### src/rtl/hs_pkg.sv
package hs_pkg;

    localparam int REG_W     = 32;
    localparam int BIT_RDY   = 0;
    localparam int BIT_INIT  = 2;
    localparam int BIT_WAKE  = 3;
    localparam int BIT_SLEEP = 4;
    localparam int PS_LSB    = 24;
    localparam int PS_W      = 3;
    localparam int BIT_RFK   = 27;

    typedef enum logic [1:0] {
        PS_NONE       = 2'd0,
        PS_MAC_DOWN   = 2'd1,
        PS_RADIO_DOWN = 2'd2,
        PS_FAULT      = 2'd3
    } ps_kind_e;

    typedef struct packed {
        logic wake;
        logic init;
    } host_ctl_t;

    typedef struct packed {
        logic            rfk;
        logic [PS_W-1:0] ps;
        logic            sleep;
        logic            rdy;
    } live_stat_t;

    function automatic ps_kind_e decode_ps(input logic [PS_W-1:0] code);
        case (code)
            3'b000:  return PS_NONE;
            3'b001:  return PS_MAC_DOWN;
            3'b010:  return PS_RADIO_DOWN;
            default: return PS_FAULT;
        endcase
    endfunction

    function automatic logic [REG_W-1:0] pack_word(input host_ctl_t c, input live_stat_t s);
        logic [REG_W-1:0] w;
        w                        = '0;
        w[BIT_RDY]               = s.rdy;
        w[BIT_INIT]              = c.init;
        w[BIT_WAKE]              = c.wake;
        w[BIT_SLEEP]             = s.sleep;
        w[PS_LSB +: PS_W]        = s.ps;
        w[BIT_RFK]               = s.rfk;
        return w;
    endfunction

endpackage

### src/rtl/hs_ready_timer.sv
module hs_ready_timer #(
    parameter int READY_DLY = 4
) (
    input  logic clk,
    input  logic rst,
    input  logic enable,
    input  logic ack,
    output logic ready
);
    localparam int EFF_DLY = (READY_DLY < 1) ? 1 : READY_DLY;
    localparam int CW      = $clog2(EFF_DLY + 1);
    localparam logic [CW-1:0] LIMIT = CW'(EFF_DLY);

    logic [CW-1:0] cnt;

    always_ff @(posedge clk) begin
        if (rst || !enable || !ack) begin
            cnt <= '0;
        end else if (cnt != LIMIT) begin
            cnt <= cnt + 1'b1;
        end
    end

    assign ready = enable && ack && (cnt == LIMIT);

    // ready never shown without the acknowledge
    a_r6_ready_needs_ack: assert property (@(posedge clk) disable iff (rst)
        ready |-> ack);

    // ready never shown before init-done
    a_r4_ready_needs_init: assert property (@(posedge clk) disable iff (rst)
        ready |-> enable);

    // a rise of ready follows a cycle where the acknowledge was present
    a_r5_rise_after_ack: assert property (@(posedge clk) disable iff (rst)
        $rose(ready) |-> $past(ack));

endmodule

### src/rtl/hs_rfkill_sync.sv
module hs_rfkill_sync #(
    parameter int SYNC_STAGES = 2
) (
    input  logic clk,
    input  logic rst,
    input  logic pin,
    output logic level,
    output logic change
);
    localparam int NS = (SYNC_STAGES < 2) ? 2 : SYNC_STAGES;

    logic [NS-1:0] chain;
    logic          prev;

    always_ff @(posedge clk) begin
        if (rst) begin
            chain <= '0;
            prev  <= 1'b0;
        end else begin
            chain <= {chain[NS-2:0], pin};
            prev  <= chain[NS-1];
        end
    end

    assign level  = chain[NS-1];
    assign change = chain[NS-1] ^ prev;

endmodule

### src/rtl/hs_wake_ctrl.sv
module hs_wake_ctrl
    import hs_pkg::*;
#(
    parameter int READY_DLY   = 4,
    parameter int SYNC_STAGES = 2
) (
    input  logic              clk,
    input  logic              rst,
    input  logic              wr_en,
    input  logic [REG_W-1:0]  wr_data,
    output logic [REG_W-1:0]  rd_data,
    output logic              pwr_req,
    input  logic              pwr_ack,
    input  logic              sleep_pending,
    input  logic [PS_W-1:0]   ps_mode,
    output logic [1:0]        ps_kind,
    input  logic              rfkill_pin,
    output logic              rfkill_event,
    output logic              access_ok
);
    host_ctl_t  ctl;
    live_stat_t stat;
    logic       clk_rdy;
    logic       rfk_level;

    always_ff @(posedge clk) begin
        if (rst) begin
            ctl <= '0;
        end else if (wr_en) begin
            ctl.wake <= wr_data[BIT_WAKE];
            ctl.init <= wr_data[BIT_INIT];
        end
    end

    assign pwr_req = ctl.wake | ctl.init;

    hs_ready_timer #(.READY_DLY(READY_DLY)) u_timer (
        .clk    (clk),
        .rst    (rst),
        .enable (ctl.init),
        .ack    (pwr_ack),
        .ready  (clk_rdy)
    );

    hs_rfkill_sync #(.SYNC_STAGES(SYNC_STAGES)) u_rfk (
        .clk    (clk),
        .rst    (rst),
        .pin    (rfkill_pin),
        .level  (rfk_level),
        .change (rfkill_event)
    );

    always_comb begin
        stat.rdy   = clk_rdy;
        stat.sleep = sleep_pending;
        stat.ps    = ps_mode;
        stat.rfk   = rfk_level;
    end

    assign rd_data   = pack_word(ctl, stat);
    assign ps_kind   = decode_ps(ps_mode);
    assign access_ok = clk_rdy & ~sleep_pending & ctl.wake;

    // a grant implies the domain is requested and acknowledged
    a_r7_grant_needs_handshake: assert property (@(posedge clk) disable iff (rst)
        access_ok |-> (pwr_req && pwr_ack && !sleep_pending));

    // any code with the top bit set falls in the fault class
    a_r8_high_code_is_fault: assert property (@(posedge clk) disable iff (rst)
        ps_mode[2] |-> (ps_kind == 2'd3));

    // an event coincides with a change of the reported switch bit
    a_r10_event_on_bit_change: assert property (@(posedge clk) disable iff (rst)
        rfkill_event |-> (rd_data[BIT_RFK] != $past(rd_data[BIT_RFK])));

endmodule

### config.mk
export PLATFORM = sky130hd
export DESIGN_NAME = hs_wake_ctrl
export DESIGN_NICKNAME = d
export VERILOG_FILES = /design/src/rtl/hs_pkg.sv /design/src/rtl/hs_ready_timer.sv /design/src/rtl/hs_rfkill_sync.sv /design/src/rtl/hs_wake_ctrl.sv
export SDC_FILE = /design/constraint.sdc
export NUM_CORES = 1
export LEC_CHECK = 0
export ABC_AREA = 1
export BUFFER_PORTS_ARGS = -buffer_cell sky130_fd_sc_hd__clkbuf_2
export CAP_MARGIN = 25
export CELL_PAD_IN_SITES_DETAIL_PLACEMENT = 1
export CELL_PAD_IN_SITES_GLOBAL_PLACEMENT = 1
export CORE_MARGIN = 3
export CORE_UTILIZATION = 19
export CTS_CLUSTER_DIAMETER = 60
export DETAILED_ROUTE_END_ITERATION = 8
export MAX_ROUTING_LAYER = met4
export PLACE_DENSITY_LB_ADDON = 0.1
export SYNTH_ARGS = -nofsm -noshare
export SYNTH_HDL_FRONTEND = slang
export SYNTH_SLANG_ARGS = --single-unit
export TNS_END_PERCENT = 10
### constraint.sdc
create_clock -name clk -period 1.5 [get_ports clk]
set_input_delay 0.3 -clock clk [delete_from_list [all_inputs] [get_ports clk]]
set_output_delay 0.3 -clock clk [all_outputs]
set_load 0.02 [all_outputs]
==> results.md <==
* Syn Inst Count at 85
* Initial antenna violation count at 0
* Crit Path Class: register to output port
* Root buf cell: clkbuf_4
* Post-CTS Hold Fix Bufs at 0
* RSZ-0062 raised after global routing: yes
* Layout Skew at ~0.0035 ns
* Total routed wirelength at 1.22 mm
* DP Cell Count at roughly 140
* H-tree depth at 1
* Fmax at 669 MHz
* Fin nets at roughly 150
* Synthesized flop and latch total at 8
* Largest cells by area after synthesis: buf_4, dfxtp_1, inv_1, nand2_1, nor2_1
* Drt via density at 3.14
* Vias at 480
* Antenna Cells at 0
* Library cells used by synthesis at 16
* TritonCTS buffer count at 3
* Routability cong. at 0.617
* GRT Resource Usage Total at 6.45%
* Clock sink total at 8
* Worst min-delay path class: input port to register
* DR iter-0 viols at 8
* Mapped Area at 618 µm²
* Crit path arrival time at 1.20 ns
* Core box area at 3080 µm²
* Placed Area at 642 µm²
* Starting Density at 20.1%
* Worst-case reg-to-reg path depth at 7
* Area Growth Syn to Fin at 20.0%
* Clock period minus worst slack at 1.50 ns
* Critical path data required time at between 1 and 1.5 ns
* Syn avg cell area at roughly 7.3 µm²
* Number of max-cap violations at 0
* Worst-path fanout max at 2
* Hpwl dp at 981 µm
* Worst-skew pair later-pin latency at between 0.2 and 0.3 ns
* Power density over the cells at 699 nW/µm²
* Final Cycle Share at 99.7%
* Die width at 63.0 µm
* Cell Rows at 20
* Final setup vio count at 0
* PortBufs at 23
* Die span in y at 63.0 µm
* Status: complete, no violations
* Clock-pin transition on the worst setup and hold timing paths at 0.05 ns
* Yosys top cell area share at 37.7%
* Seq/Total Area, Yosys at between 20% and 30%
* Setup_tns at 0 ns
* Worst setup EP type: output port
* CTS Buffer Depth at 2
* # DRC at 0
* Hold Path Depth at 3
* Largest net degree at the start of global routing at 7
* Final Slew Violations at 0
* Final instance area at 742 µm²
* Die area at 3970 µm²
* Final Non-Filler Cells at 153
* Static leakage at 0.417 nW
* Max IR drop VDD at 215 µV
* Ys Warns at 0
* Total grt overflow at 0
* Post-route antenna net violation count at 0
* Hold Vio Cnt, Final at 0
* Fraction of layout cells with a size suffix above 1 at 42.2%
* Area leader, netlist: buf_4
* Core Util, Final at between 20% and 30%
* Crit start category: register
* WL/cell at 7.95 µm
* Ports at 78
* Vias in the first global route at ~480
* CTS tree: done
* First-pass GRT wire length at 1.97 mm
* Drt pass-1 iters at 3
-- worst max-delay path, stage by stage (launching register included) --
cell and delay (ns):
dfxtp_2 0.32, inv_2 0.07, ha_4 0.15, nand2_4 0.06, nor2_4 0.09, and2_4 0.15, buf_8 0.10
-- metal layers --
metal,vias up,share of wire (%),GRT usage (%)
met5,-,0,-
met4,0,0.82,3.31
met3,2,9.9,1.98
met2,26,53,11.1
met1,209,36,6.58
li1,243,-,-
-- synth_stat cells --
| cell type | n |
|---|---|
| a21oi_1 | 2 |
| and2_1 | 1 |
| buf_4 | 31 |
| conb_1 | 1 |
| dfxtp_1 | 8 |
| ha_1 | 2 |
| inv_1 | 11 |
| inv_2 | 1 |
| nand2_1 | 10 |
| nand2_2 | 2 |
| nand3_1 | 2 |
| nor2_1 | 8 |
| nor2_2 | 1 |
| nor2_4 | 1 |
| or2_2 | 3 |
| xor2_1 | 1 |
-- cells by family after synthesis --
group | count (synthesis) | synth area share [%]
xor gates and xnor gates | 1 | 1.42
adders and majority gates | 2 | 4.05
DFF | 8 | 25.9
buffers and inverters | 43 | 44.9
AOI/OAI and AO/OA | 2 | 1.62
and+or+nand+nor | 28 | 21.5
other | 1 | 0.607
-- report_power, final --
part           total, mW  leakage, nW  internal (mW)  switching (mW)
Combinational      0.133        0.337         0.0327           0.100
Sequential         0.225       0.0664          0.220         0.00501
Clock              0.161       0.0138         0.0913          0.0697
-- final cells by class --
type	count	area (µm²)
multi-input cells	57	287
clock buffers	3	22.5
fillers	398	2340
repair buffers	29	170
flip-flops and latches	8	163
well taps	44	55.1
inverters	12	45.0
-- stage by stage --
| stage | power [mW] | hold WS [ns] | setup WS (ns) |
|---|---|---|---|
| 2_1_floorplan | 0.379 | 0.369 | 0.247 |
| 3_3_place_gp | 0.355 | 0.393 | 0.108 |
| 3_5_place_dp | 0.356 | 0.398 | 0.113 |
| 4_1_cts | 0.530 | 0.239 | -0.0433 |
| 5_1_grt | 0.559 | 0.263 | -0.0852 |
| 6_report | 0.518 | 0.245 | 0.00475 |
-- placed cells by master (no fill, tap or decap), types with 3 or more instances in the layout --
cell type / n
clkbuf_2: 22
clkbuf_4: 3
nor2_1: 8
inv_2: 3
dfxtp_1: 6
conb_1: 24
nand2_1: 10
buf_4: 6
or2_2: 3
inv_1: 9
-- flip-flops by register name, summed over array words and instances, names as in the netlist --
name / count
u_rfk.prev: 1
rd_data: 2
u_rfk.chain: 2
u_timer.cnt: 3
-- what timing repair did --
item / 4_1_cts / 5_1_grt
resized for setup: 10 / 1
pin swaps: 2 / 2
buffers inserted: 6 / 0
setup endpoints to repair: 2 / 2
-- path summary, 6_finish.rpt --
kind                                      from        endpoint  slack [ns]
worst min register to register  u_rfk.chain[0]  u_rfk.chain[1]        0.40
worst max register to register  u_timer.cnt[0]  u_timer.cnt[0]        0.51
worst min-delay path                rfkill_pin  u_rfk.chain[0]        0.25
worst max-delay path            u_timer.cnt[0]       access_ok       0.005
(Power assumes the default switching activity.)
